$ cat src/rtl/dvs_pkg.sv
package dvs_pkg;
  localparam int WORD_W = 32;
  localparam int IDX_W  = 16;

  localparam int RA_BASE   = 'h200;
  localparam int RA_IDXCFG = 'h227;
  localparam int RA_COUNT  = 'h228;
  localparam int RA_FIRST  = 'h22a;
  localparam int RA_GO_LIN = 'h22e;
  localparam int RA_GO_IDX = 'h22f;

  // Byte address of index element n.
  function automatic logic [31:0] elem_byte_addr(input logic [28:0] base,
                                                 input logic [30:0] off,
                                                 input logic        wide,
                                                 input logic [31:0] n);
    logic [31:0] step;
    step = wide ? {n[30:0], 1'b0} : n;
    return {base, 3'b000} + {1'b0, off} + step;
  endfunction

  // Vertex number emitted at position n of a linear draw.
  function automatic logic [31:0] linear_vertex(input logic [31:0] first,
                                                input logic [31:0] n);
    return first + n;
  endfunction

  // All-ones marker for the selected index width.
  function automatic logic restart_mark(input logic [15:0] v, input logic wide);
    return wide ? (v == 16'hFFFF) : (v[7:0] == 8'hFF);
  endfunction
endpackage

$ cat src/rtl/dvs_cfg_regs.sv
module dvs_cfg_regs #(
  parameter int REG_AW = 10,
  parameter int CNT_W  = 32
) (
  input  logic              clk,
  input  logic              rst_n,
  input  logic              wr_en,
  input  logic [REG_AW-1:0] wr_addr,
  input  logic [31:0]       wr_data,
  output logic [28:0]       cfg_base,
  output logic [30:0]       cfg_off,
  output logic              cfg_wide,
  output logic [CNT_W-1:0]  cfg_count,
  output logic [31:0]       cfg_first,
  output logic              go_lin,
  output logic              go_idx
);
  import dvs_pkg::*;

  logic hit_base, hit_idx, hit_cnt, hit_first;

  assign hit_base  = wr_en && (wr_addr == REG_AW'(RA_BASE));
  assign hit_idx   = wr_en && (wr_addr == REG_AW'(RA_IDXCFG));
  assign hit_cnt   = wr_en && (wr_addr == REG_AW'(RA_COUNT));
  assign hit_first = wr_en && (wr_addr == REG_AW'(RA_FIRST));
  assign go_lin    = wr_en && (wr_addr == REG_AW'(RA_GO_LIN));
  assign go_idx    = wr_en && (wr_addr == REG_AW'(RA_GO_IDX));

  always_ff @(posedge clk) begin
    if (!rst_n) begin
      cfg_base  <= '0;
      cfg_off   <= '0;
      cfg_wide  <= 1'b0;
      cfg_count <= '0;
      cfg_first <= '0;
    end else begin
      if (hit_base)  cfg_base  <= wr_data[28:0];
      if (hit_idx) begin
        cfg_off  <= wr_data[30:0];
        cfg_wide <= wr_data[31];
      end
      if (hit_cnt)   cfg_count <= CNT_W'(wr_data);
      if (hit_first) cfg_first <= wr_data;
    end
  end
endmodule

$ cat src/rtl/dvs_index_fetch.sv
module dvs_index_fetch #(
  parameter int ADDR_W = 32
) (
  input  logic              clk,
  input  logic              rst_n,
  input  logic              go,
  input  logic [ADDR_W-1:0] go_addr,
  input  logic              go_wide,
  output logic              mem_rd_en,
  output logic [ADDR_W-1:0] mem_rd_addr,
  input  logic [7:0]        mem_rd_data,
  output logic              idx_ready,
  output logic [15:0]       idx_value
);
  typedef enum logic [1:0] {F_IDLE, F_RD0, F_CAP0, F_CAP1} fstate_t;

  fstate_t           st, st_nx;
  logic [ADDR_W-1:0] a_q;
  logic              wide_q;
  logic [7:0]        lo_q;

  always_comb begin
    st_nx       = st;
    mem_rd_en   = 1'b0;
    mem_rd_addr = a_q;
    idx_ready   = 1'b0;
    idx_value   = {8'h00, mem_rd_data};
    unique case (st)
      F_IDLE: if (go) st_nx = F_RD0;
      F_RD0: begin
        mem_rd_en = 1'b1;
        st_nx     = F_CAP0;
      end
      F_CAP0: begin
        if (wide_q) begin
          mem_rd_en   = 1'b1;
          mem_rd_addr = a_q + ADDR_W'(1);
          st_nx       = F_CAP1;
        end else begin
          idx_ready = 1'b1;
          st_nx     = F_IDLE;
        end
      end
      F_CAP1: begin
        idx_ready = 1'b1;
        idx_value = {mem_rd_data, lo_q};
        st_nx     = F_IDLE;
      end
      default: st_nx = F_IDLE;
    endcase
  end

  always_ff @(posedge clk) begin
    if (!rst_n) begin
      st     <= F_IDLE;
      a_q    <= '0;
      wide_q <= 1'b0;
      lo_q   <= '0;
    end else begin
      st <= st_nx;
      if (st == F_IDLE && go) begin
        a_q    <= go_addr;
        wide_q <= go_wide;
      end
      if (st == F_CAP0) lo_q <= mem_rd_data;
    end
  end
endmodule

$ cat src/rtl/dvs_draw_ctrl.sv
module dvs_draw_ctrl #(
  parameter int CNT_W  = 32,
  parameter int ADDR_W = 32
) (
  input  logic              clk,
  input  logic              rst_n,
  input  logic              go_lin,
  input  logic              go_idx,
  input  logic [28:0]       cfg_base,
  input  logic [30:0]       cfg_off,
  input  logic              cfg_wide,
  input  logic [CNT_W-1:0]  cfg_count,
  input  logic [31:0]       cfg_first,
  output logic              fetch_go,
  output logic [ADDR_W-1:0] fetch_addr,
  output logic              fetch_wide,
  input  logic              fetch_ready,
  input  logic [15:0]       fetch_value,
  output logic              vtx_valid,
  input  logic              vtx_ready,
  output logic [31:0]       vtx_num,
  output logic              vtx_restart,
  output logic              draw_done,
  output logic              busy,
  output logic              start_evt
);
  import dvs_pkg::*;

  typedef enum logic [2:0] {C_IDLE, C_LIN, C_FETCH, C_WAIT, C_EMIT} cstate_t;

  cstate_t          st;
  logic [CNT_W-1:0] run_cnt, pos_q;
  logic [28:0]      run_base;
  logic [30:0]      run_off;
  logic             run_wide;
  logic [31:0]      run_first;
  logic [15:0]      held_val;
  logic             held_rst;
  logic             done_q;
  logic             hs, last;

  assign start_evt  = (st == C_IDLE) && (go_lin || go_idx);
  assign hs         = vtx_valid && vtx_ready;
  assign last       = (pos_q == run_cnt - CNT_W'(1));
  assign busy       = (st != C_IDLE);
  assign draw_done  = done_q;

  assign fetch_go   = (st == C_FETCH);
  assign fetch_wide = run_wide;
  assign fetch_addr = ADDR_W'(elem_byte_addr(run_base, run_off, run_wide, 32'(pos_q)));

  assign vtx_valid   = (st == C_LIN) || (st == C_EMIT);
  assign vtx_num     = (st == C_LIN) ? linear_vertex(run_first, 32'(pos_q))
                                     : {16'h0000, held_val};
  assign vtx_restart = (st == C_EMIT) && held_rst;

  always_ff @(posedge clk) begin
    if (!rst_n) begin
      st        <= C_IDLE;
      run_cnt   <= '0;
      pos_q     <= '0;
      run_base  <= '0;
      run_off   <= '0;
      run_wide  <= 1'b0;
      run_first <= '0;
      held_val  <= '0;
      held_rst  <= 1'b0;
      done_q    <= 1'b0;
    end else begin
      done_q <= 1'b0;
      unique case (st)
        C_IDLE: begin
          if (start_evt) begin
            if (cfg_count == '0) begin
              done_q <= 1'b1;
            end else begin
              run_cnt   <= cfg_count;
              run_base  <= cfg_base;
              run_off   <= cfg_off;
              run_wide  <= cfg_wide;
              run_first <= cfg_first;
              pos_q     <= '0;
              st        <= go_idx ? C_FETCH : C_LIN;
            end
          end
        end
        C_LIN: begin
          if (hs) begin
            if (last) begin
              st     <= C_IDLE;
              done_q <= 1'b1;
            end else begin
              pos_q <= pos_q + CNT_W'(1);
            end
          end
        end
        C_FETCH: st <= C_WAIT;
        C_WAIT: begin
          if (fetch_ready) begin
            held_val <= fetch_value;
            held_rst <= restart_mark(fetch_value, run_wide);
            st       <= C_EMIT;
          end
        end
        C_EMIT: begin
          if (hs) begin
            if (last) begin
              st     <= C_IDLE;
              done_q <= 1'b1;
            end else begin
              pos_q <= pos_q + CNT_W'(1);
              st    <= C_FETCH;
            end
          end
        end
        default: st <= C_IDLE;
      endcase
    end
  end
endmodule

$ cat src/rtl/dvs_draw_sequencer.sv
module dvs_draw_sequencer #(
  parameter int REG_AW = 10,
  parameter int ADDR_W = 32,
  parameter int CNT_W  = 32
) (
  input  logic              clk,
  input  logic              rst_n,
  input  logic              wr_en,
  input  logic [REG_AW-1:0] wr_addr,
  input  logic [31:0]       wr_data,
  output logic              mem_rd_en,
  output logic [ADDR_W-1:0] mem_rd_addr,
  input  logic [7:0]        mem_rd_data,
  output logic              vtx_valid,
  input  logic              vtx_ready,
  output logic [31:0]       vtx_num,
  output logic              vtx_restart,
  output logic              draw_done,
  output logic              busy
);
  logic [28:0]       cfg_base;
  logic [30:0]       cfg_off;
  logic              cfg_wide;
  logic [CNT_W-1:0]  cfg_count;
  logic [31:0]       cfg_first;
  logic              go_lin, go_idx;
  logic              fetch_go, fetch_wide, fetch_ready;
  logic [ADDR_W-1:0] fetch_addr;
  logic [15:0]       fetch_value;
  logic              start_evt;
  logic              trig_any;

  assign trig_any = go_lin || go_idx;

  dvs_cfg_regs #(.REG_AW(REG_AW), .CNT_W(CNT_W)) u_regs (
    .clk(clk), .rst_n(rst_n), .wr_en(wr_en), .wr_addr(wr_addr), .wr_data(wr_data),
    .cfg_base(cfg_base), .cfg_off(cfg_off), .cfg_wide(cfg_wide),
    .cfg_count(cfg_count), .cfg_first(cfg_first), .go_lin(go_lin), .go_idx(go_idx)
  );

  dvs_draw_ctrl #(.CNT_W(CNT_W), .ADDR_W(ADDR_W)) u_ctrl (
    .clk(clk), .rst_n(rst_n), .go_lin(go_lin), .go_idx(go_idx),
    .cfg_base(cfg_base), .cfg_off(cfg_off), .cfg_wide(cfg_wide),
    .cfg_count(cfg_count), .cfg_first(cfg_first),
    .fetch_go(fetch_go), .fetch_addr(fetch_addr), .fetch_wide(fetch_wide),
    .fetch_ready(fetch_ready), .fetch_value(fetch_value),
    .vtx_valid(vtx_valid), .vtx_ready(vtx_ready), .vtx_num(vtx_num),
    .vtx_restart(vtx_restart), .draw_done(draw_done), .busy(busy),
    .start_evt(start_evt)
  );

  dvs_index_fetch #(.ADDR_W(ADDR_W)) u_fetch (
    .clk(clk), .rst_n(rst_n), .go(fetch_go), .go_addr(fetch_addr),
    .go_wide(fetch_wide), .mem_rd_en(mem_rd_en), .mem_rd_addr(mem_rd_addr),
    .mem_rd_data(mem_rd_data), .idx_ready(fetch_ready), .idx_value(fetch_value)
  );
endmodule

$ cat config.mk
export PLATFORM = sky130hd
export DESIGN_NAME = dvs_draw_sequencer
export DESIGN_NICKNAME = d
export VERILOG_FILES = /design/src/rtl/dvs_pkg.sv /design/src/rtl/dvs_cfg_regs.sv /design/src/rtl/dvs_index_fetch.sv /design/src/rtl/dvs_draw_ctrl.sv /design/src/rtl/dvs_draw_sequencer.sv
export SDC_FILE = /design/constraint.sdc
export NUM_CORES = 1
export LEC_CHECK = 0
export BUFFER_PORTS_ARGS = -buffer_cell sky130_fd_sc_hd__buf_2
export CORE_UTILIZATION = 51
export DETAILED_ROUTE_END_ITERATION = 7
export PLACE_DENSITY = 0.69
export SLEW_MARGIN = 0
export SYNTH_ARGS = -nofsm -noshare
export SYNTH_HDL_FRONTEND = slang
export SYNTH_SLANG_ARGS = --single-unit
$ cat constraint.sdc
create_clock -name clk -period 4.8 [get_ports clk]
set_clock_uncertainty 0.05 [all_clocks]
set_input_delay 0.72 -clock clk [delete_from_list [all_inputs] [get_ports clk]]
set_output_delay 0.72 -clock clk [all_outputs]
set_load 0.01 [all_outputs]
### Word-level counts from Yosys, hierarchy flattened

Cells that the tools add are included.

| storage, ports and cells | value |
|---|---|
| logic and storage cells | 105 |
| input port bits | 54 |
| register bits | 346 |

| cells by class | value |
|---|---|
| eq/ne operators | 25 |
| reductions and logical operators | 22 |
| mux-type cells | 32 |
| $add $sub $neg | 6 |
| bitwise gates (word level) | 1 |

Operators by type and width:

| kind | count |
|---|---|
| $mux 32 | 8 |
| $add 32x1->32 const B | 2 |
| $add 32x32->32 | 2 |
| $pmux 32 s2 | 1 |
| $eq 10x10->1 const B | 6 |
| $add 32x31->32 | 1 |
| $eq 32x32->1 | 1 |
| $logic_not 32->1 | 1 |
| $sub 32x1->32 const B | 1 |
| $mux 3 | 6 |
| $eq 16x16->1 const B | 1 |
| $mux 16 | 1 |
| $pmux 3 s5 | 1 |
| $logic_and 1x1->1 | 10 |
| $ne 2x1->1 const B | 5 |
| $eq 8x8->1 const B | 1 |
| $mux 2 | 4 |
| $ne 2x2->1 const B | 4 |
| $pmux 2 s4 | 1 |
| $mux 1 | 7 |
| $eq 3x2->1 const B | 2 |
| $pmux 1 s2 | 3 |
| $reduce_and 6->1 | 1 |
| $reduce_and 5->1 | 1 |
| 13 further kinds | 15 |

### Logic depth before layout (Yosys ltp)

Gate-level depths: netlist of the first run.

| logic depth | value |
|---|---|
| depth after elaboration | 6 |
| gate-level depth with buffers | 17 |

### Hierarchy

A second synthesis of the first run with hierarchy kept.

| unflattened totals | value |
|---|---|
| cells, all modules | 2,372 |
| area total of the unflattened synthesis | 19,735.2 um2 |

By module, submodules not included:

| module | instances | cells an instance | area each (um2) | sequential area each (um2) |
|---|---|---|---|---|
| dvs_draw_ctrl | 1 | 1,614 | 12,697.2 | 3,563.4 |
| dvs_cfg_regs | 1 | 453 | 4,614.4 | 2,502.4 |
| dvs_index_fetch | 1 | 305 | 2,423.6 | 860.8 |

### Least setup slack after synthesis of the first run

No wires, ideal clock.

| timing path | value |
|---|---|
| path kind | register to register |
| from | register u_ctrl.run_wide, in the netlist u_ctrl.fetch_wide |
| to | register u_fetch.a_q[31] |
| data required time | 4,617 ps |
| buffers on the path | 2 |
| data arrival time | 4,066 ps |
| path slack | 552 ps |
| stages on the path, launching flop included | 18 |
| path through | dfxtp_1 buf_1 clkbuf_1 nand2_1 o21ai_0 ha_1 ha_1 fa_1 a211oi_1 o21bai_1 o22ai_1 o21ai_0 o22ai_1 o31a_1 o21ai_0 a221oi_1 xnor2_1 a21oi_1 |

| on the way | value |
|---|---|
| cells in the longest elaborated chain, start to end | 2 |

RTL lines:

| element | RTL line | RTL |
|---|---|---|
| from (decl) | dvs_draw_ctrl.sv:35 | `logic run_wide;` |
| from (signal assigned) | dvs_draw_ctrl.sv:80 | `run_wide <= cfg_wide;` |
| $mux 32 | dvs_pkg.sv:18 | `step = wide ? {n[30:0], 1'b0} : n;` |
| $add 32x32->32 | dvs_pkg.sv:19 | `return {base, 3'b000} + {1'b0, off} + step;` |
| to (signal assigned) | dvs_index_fetch.sv:62 | `a_q <= go_addr;` |
| to (decl) | dvs_index_fetch.sv:18 | `logic [ADDR_W-1:0] a_q;` |

No other way between the ends.
A chain may end at the register's enable or synchronous reset.

### Worst setup path in the final report of the first run

| timing path | value |
|---|---|
| from | register u_ctrl.pos_q[0] |
| to | output vtx_num[30] |

| on the way | value |
|---|---|
| cells in the longest elaborated chain, start to end | 2 |

RTL lines:

| element | RTL line | RTL |
|---|---|---|
| from (decl) | dvs_draw_ctrl.sv:32 | `logic [CNT_W-1:0] run_cnt, pos_q;` |
| from (signal assigned) | dvs_draw_ctrl.sv:93 | `pos_q <= pos_q + CNT_W'(1);` |
| from (signal assigned) | dvs_draw_ctrl.sv:111 | `pos_q <= pos_q + CNT_W'(1);` |
| $add 32x32->32 | dvs_pkg.sv:25 | `return first + n;` |
| $mux 32 | dvs_draw_ctrl.sv:53 | `assign vtx_num = (st == C_LIN) ? linear_vertex(run_first, 32'(pos_q))` |
| to (decl) | dvs_draw_sequencer.sv:16 | `output logic [31:0] vtx_num,` |

No other way between the ends.

==> results.txt, run 1 <==
status - complete, no violations
Chip Width - 194 µm
crit path max fanout - 7
Rel. slew slack - 16.8%
worst path required time - 4.03 ns
gr busiest metal - met2
Syn Nets - 2584
slew at the pin with the worst max-slew slack - 1.25 ns
most frequent cells in the layout - nand2_1 (659), a21oi_1 (345), dfxtp_1 (339), buf_2 (122), nor2_1 (119)
initial antenna violation count - 0
pins over their slew limit - 0
reg2reg setup slack - 0.39 ns
fin crit period - 4.62 ns
reg2reg start - u_ctrl.pos_q[3]
I/O Pins - 123
most frequent standard cell in the layout excluding fill and tap cells - nand2_1
# DRC - 0
Tcrit/Tclk final - 96.2%
gpl congestion - 0.896
DRT iter0 DRCs - 1360
CP startpoint - u_ctrl.pos_q[0]
Routed WL per cell - 18.6 µm
Detailed Routing Iterations Pass 1 - 6
cell row count - 69
Initial Util - 52.3%
Skew-Pair Late Insertion Delay - 0.54 ns
total track usage - 28.4%
Cell Count, Final, Fillers Out - 2958
Yosys top cell by area - dfxtp_1
Reg clk slew, reported paths - 0.06 ns
Core ar. - 0.0359 mm²
CTS sink count - 346
Lkg Pwr - 8.12 nW
share of post-route cells with drive strength above 1 - 11.4%
area grow syn2layout - 11.6%
DR vias/cell - 5.90
Top FF cell, synth - dfxtp_1
FMAX - 217 MHz
CTS H-tree depth - 2
largest net degree at the start of global routing - 176
reg2reg end - u_fetch.a_q[29]
worst vdd ir - 0.000285 V
number of hold violations in the final report - 0
worst r2r path cells - 15
CTS buffer count - 39
diode count - 0
CTS Root Cell - clkbuf_16
# Post-CTS Setup Buffers - 0
Max Cap Viol - 0
GRT met2 Usage - 47.5%
CTS tree - built
vias in the first global route - 16.0k
Cells after DPL - 2889
cts hold-fix bufs - 0
PortBufs - 122
Mean Syn Cell Area - 7.74 µm²
Nets - 2625
Final Cell Area - 0.0210 mm²
synthesis-stage register bit count - 346
final HPWL from detailed placement - 39400 µm
setup TNS - 0 ns
Post-synth EDFFs - 0
Critical Path Sink Type - output port
Pwr Density - 315 mW/mm²
Worst Setup Start Kind - flip-flop
Yosys cell types - 80
Seq/Total Area, Yosys - 36.9%
Mapped Cells - 2428
top-area cell type share of the netlist area - 36.9%
critical path arrival - 3.85 ns
final setup fails - 0
CP endpoint - vtx_num[30]
Post-synth ARST share - 0%
Mapped Area - 0.0188 mm²
final WL - 55000 µm
Syn. warnings - 0
Worst Hold Class - flip-flop to flip-flop
Max clock buf depth - 3
die height - 194 µm
Synth area leaders - dfxtp_1 (37%), nand2_1 (13%), a21oi_1 (9.2%), ha_1 (4.8%), xnor2_1 (3.7%)
DP Area - 0.0196 mm²
post-route ant nets - 0
Die ar. - 0.0376 mm²
routed vias - 17.4k
met3 Use GR - 3.10%
RSZ-0062 raised after global routing - false
critical path class - flip-flop to output port
met1 global-route usage - 38.4%
remaining global-route overflow - 0
first-pass GRT wire length - 86400 µm
final core utilization - 58.4%
==> metal layers <==
metal	up-vias	part of all wire, %
li1	8463	-
met1	8328	44
met2	553	48
met3	100	5.5
met4	0	2.7
met5	-	0
==> cell type report <==
| cell class | count | area (µm²) |
|---|---|---|
| Clock buffer | 56 | 1170 |
| Fill cell | 3383 | 14900 |
| Tap cell | 461 | 577 |
| Multi-Input combinational cell | 1907 | 11200 |
| Sequential cell | 346 | 6940 |
| Clock inverter | 13 | 133 |
| Timing Repair Buffer | 148 | 831 |
| Inverter | 27 | 109 |
==> power breakdown <==
part	internal (mW)	switching, mW
combinational	0.169	0.433
sequential	2.91	0.0546
clock	1.81	1.23
total	4.89	1.72
==> through the flow <==
step | hold slack [ns] | setup slack [ns] | power [mW]
4_1_cts | 0.395 | 0.0640 | 6.63
2_1_floorplan | 0.382 | 0.552 | 3.41
6_report | 0.401 | 0.183 | 6.61
3_5_place_dp | 0.394 | 0.270 | 3.61
3_3_place_gp | 0.389 | 0.403 | 3.61
5_1_grt | 0.410 | 0.0120 | 6.80
==> worst max-delay path: stages (launching register included) <==
cell and delay, ns:
dfxtp_2 0.41, ha_1 0.21, inv_1 0.07, fa_1 0.44, nand2b_1 0.19, a21oi_2 0.18
o22ai_2 0.14, o21ai_1 0.19, a21oi_2 0.11, o21bai_2 0.23, a211oi_1 0.13, or4_1 0.56
nand3_1 0.10, nor3b_1 0.17, buf_2 0.17
==> cell usage after synthesis (7+ instances only) <==
cell type / n
and3_1: 25
dfxtp_1: 346
ha_1: 72
buf_2: 7
nor2b_1: 7
nor3b_1: 7
nor3_1: 37
o21bai_1: 8
xnor2_1: 79
nor2_1: 121
and2_1: 7
a31oi_1: 10
nand3b_1: 12
nor4_1: 19
o21ai_0: 66
clkbuf_1: 128
mux2i_1: 23
nand2b_1: 12
or4_1: 19
inv_1: 26
a21o_1: 28
a22oi_1: 9
xor2_1: 45
mux2_2: 25
o21a_1: 12
o211ai_1: 10
or3_1: 12
nand4_1: 29
buf_1: 7
a211oi_1: 30
fa_1: 30
nand2_1: 659
a21oi_1: 347
o31ai_1: 9
nand3_1: 52
==> what timing repair did <==
action	in CTS	in global routing
resized for setup	5	10
endpoints found under the hold margin	0	0
setup endpoints to repair	5	7
==> how the worst min path moves through the flow <==
stage | startpoint | end | cells after the start
2_1_floorplan | u_regs.cfg_base[0] | u_regs.cfg_base[0] | 2
3_3_place_gp | u_regs.cfg_base[26] | u_ctrl.run_base[26] | 2
3_5_place_dp | u_regs.cfg_off[21] | u_ctrl.run_off[21] | 2
4_1_cts | wr_data[30] | u_regs.cfg_off[30] | 3
5_1_grt | u_regs.cfg_base[11] | u_ctrl.run_base[11] | 2
6_report | u_regs.cfg_base[3] | u_ctrl.run_base[3] | 2
==> flip-flops by register name, indices dropped and copies added, names as in the netlist, 2 cells and up <==
register and flops:
u_ctrl.run_cnt 32, u_ctrl.st 3, u_ctrl.held_val 16, u_fetch.lo_q 8, u_ctrl.run_off 31, u_ctrl.run_base 29, u_regs.cfg_count 32, u_fetch.a_q 32
u_regs.cfg_base 29, u_ctrl.pos_q 32, u_regs.cfg_off 31, u_ctrl.run_first 32, u_fetch.st 2, u_regs.cfg_first 32
==> logic make-up (layout without fill, tap and decap cells) <==
| family | count (synthesis) | count (layout) | share of synthesized area, % |
|---|---|---|---|
| xor+xnor | 124 | 124 | 5.78 |
| compound gates | 584 | 584 | 18.1 |
| simple gates | 1049 | 1049 | 24.7 |
| buf+inv | 175 | 244 | 3.79 |
| flops | 346 | 346 | 36.9 |
| mux | 48 | 48 | 2.72 |
| fa+ha+maj | 102 | 102 | 7.99 |
Note: power is estimated with default switching activity, not from simulation.
==> inputs of run 2 (changes only) <==
--- a/config.mk
+++ b/config.mk
@@ -6,9 +6,9 @@
 export NUM_CORES = 1
 export LEC_CHECK = 0
 export BUFFER_PORTS_ARGS = -buffer_cell sky130_fd_sc_hd__buf_2
-export CORE_UTILIZATION = 51
+export CORE_UTILIZATION = 45
 export DETAILED_ROUTE_END_ITERATION = 7
-export PLACE_DENSITY = 0.69
+export PLACE_DENSITY = 0.62
 export SLEW_MARGIN = 0
 export SYNTH_ARGS = -nofsm -noshare
 export SYNTH_HDL_FRONTEND = slang
==> run 2 against run 1 <==
  * The run now ends with design-rule violations left
  * Total power increased by 3.5%
  * Combinational power increased by 3%
  * Critical endpoint unchanged
  * Global-route usage is 1.8 points lower
  * Sequential power about the same
  * Design area grew 1.1%
==> results.txt, run 2 (synthesized netlist as in run 1, its figures left out) <==
CTS Root Cell - clkbuf_16
count of buffer and inverter cells on the critical path - 2 (unchanged)
PortBufs - 122 (unchanged)
WP depth - 14 (unchanged)
Reg clk slew, reported paths - 0.06 ns (about the same)
worst vdd ir - 0.000229 V (-20%)
critical path class - flip-flop to output port
critical path arrival - 3.78 ns (-0.07 ns)
# DRC - 10 (+10)
Worst Setup Start Kind - flip-flop
DRT iter0 DRCs - 1312 (-3.5%)
status - finished with violations
post-route ant nets - 0 (unchanged)
Max Cap Viol - 0 (unchanged)
CTS H-tree depth - 2 (unchanged)
Seq pwr share - 43.3% (-1.6 points)
total track usage - 26.6% (-1.8 points)
Hold Crit Depth - 3 (+1)
Die ar. - 0.0426 mm² (+13%)
critical-path cell list - ha_1 > inv_1 > fa_1 > nand2b_1 > a21oi_2 > o22ai_2 > o21ai_1 > a21oi_2 > o21bai_4 > a211oi_1 > or4_1 > nand3_1 > nor3b_1 > buf_2
switching pwr - 1.78 mW (+3.8%)
largest stage delay on the critical path - 0.55 ns (about the same)
Skew-Pair Late Insertion Delay - 0.57 ns (+0.03 ns)
Detailed Routing Iterations Pass 1 - 7 (+1)
Core ar. - 0.0410 mm² (+14%)
Routed WL per cell - 18.7 µm (+0.34%)
CTS sink count - 346 (unchanged)
gpl congestion - 0.914 (+2.0%)
critical path's slowest cell - or4_1
Pint - 5.05 mW (+3.3%)
most frequent standard cell in the layout excluding fill and tap cells - nand2_1
routed vias - 17.3k (-0.89%)
final core utilization - 51.7% (-6.7 points)
largest net degree at the start of global routing - 159 (-9.7%)
CTS tree - built
crit path max fanout - 4 (-3)
pins over their slew limit - 0 (unchanged)
die height - 206 µm (+6.4%)
final setup fails - 0 (unchanged)
Worst path top cell family by delay - simple AND/OR/NAND/NOR gates
Worst Hold Class - primary input to flip-flop
Pwr Density - 322 mW/mm² (+2.3%)
Chip Width - 206 µm (+6.4%)
most frequent cells in the layout - nand2_1 (659), a21oi_1 (345), dfxtp_1 (342), buf_2 (122), nor2_1 (118)
RSZ-0062 raised after global routing - false
first-pass GRT wire length - 89300 µm (+3.4%)
final WL - 56700 µm (+3.0%)
Worst path most repeated cell - a21oi_2
worst r2r path cells - 15 (unchanged)
cts hold-fix bufs - 0 (unchanged)
area grow syn2layout - 12.8%
initial antenna violation count - 3 (+3)
remaining global-route overflow - 0 (unchanged)
worst path required time - 4.03 ns (about the same)
worst setup slack after layout - 0.248 ns (+0.0653 ns)
Lkg Pwr - 8.17 nW (+0.69%)
Comb pwr share - 9.1% (about the same)
total chip power - 6.83 mW (+3.5%)
final HPWL from detailed placement - 40300 µm (+2.2%)
slew at the pin with the worst max-slew slack - 1.15 ns (-0.0994 ns)
CTS buffer count - 40 (+2.6%)
FMAX - 220 MHz (+1.4%)
Post-Place Setup Slack - 0.475 ns (+0.206 ns)
failing checks - design-rule violations
Critical Path Sink Type - output port
fin crit period - 4.55 ns (-0.0653 ns)
cell row count - 74 (+7.2%)
Tcrit/Tclk final - 94.8% (-1.4 points)
setup TNS - 0 ns (unchanged)
I/O Pins - 123 (unchanged)
sw frac - 26.1% (+0.077 points)
clock network fraction of total power - 47.6% (+1.6 points)
Nets - 2629 (+0.15%)
vias in the first global route - 16.1k (+0.34%)
Rel. slew slack - 23.5% (+6.6 points)
Initial Util - 45.8% (-6.5 points)
number of hold violations in the final report - 0 (unchanged)
DR vias/cell - 5.69 (-3.5%)
share of post-route cells with drive strength above 1 - 11.4% (+0.053 points)
Max clock buf depth - 3 (unchanged)
run 2: final timing paths:
path / start / end / slack [ns]
setup / recovery: u_ctrl.run_first[0] / vtx_num[30] / 0.25
hold / removal: wr_data[31] / u_regs.cfg_wide / 0.39
setup reg to reg: u_ctrl.fetch_wide / u_fetch.a_q[29] / 0.38
hold reg to reg: u_regs.cfg_first[18] / u_ctrl.run_first[18] / 0.40
run 2: through the flow:
stage	hold WS, ns	instances	instance area (µm²)
after floorplan	0.382	2428	18800
after global placement	0.385	2962	19800
after detailed placement	0.392	2962	19800
after CTS	0.373	3034	21200
after global routing	0.399	3037	21200
final	0.390	3037	21200
run 2: tightest hold or removal path, delay by kind of cell:
kind            cells  cell delay [ns]
simple gates        1             0.06
buf+inv             1             0.13
compound gates      1             0.05
run 2: timing repair:
action,4_1_cts,5_1_grt
resized for setup,1,13
pin swaps,0,2
endpoints found under the setup margin,2,9
hold endpoints to repair,0,0
buffers inserted,0,1
run 2: power by group through the flow:
stage | registers, mW | clock network [mW] | logic (mW)
floorplan | 3.00 | 0 | 0.409
global placement | 3.02 | 0 | 0.606
detailed placement | 3.03 | 0 | 0.615
CTS | 2.96 | 3.30 | 0.618
global route | 2.97 | 3.42 | 0.680
finish | 2.96 | 3.25 | 0.619
run 2: area by class of cell:
class                      count  area [µm²]
sequential                   346        6930
clock inverter                17         234
fill                        4012       19800
clock buffer                  55        1160
multi-input combinational   1907       11200
timing repair buffer         151         878
inverter                      27         109
tap                          532         666
antenna                        2        5.00
run 2: per-layer routing:
layer	track usage [%]	vias up	wire, µm
li1	-	8490	-
met1	35.2	8229	25200
met2	44.8	479	26900
met3	2.87	90	2880
met4	9.27	0	1710
met5	0	-	0
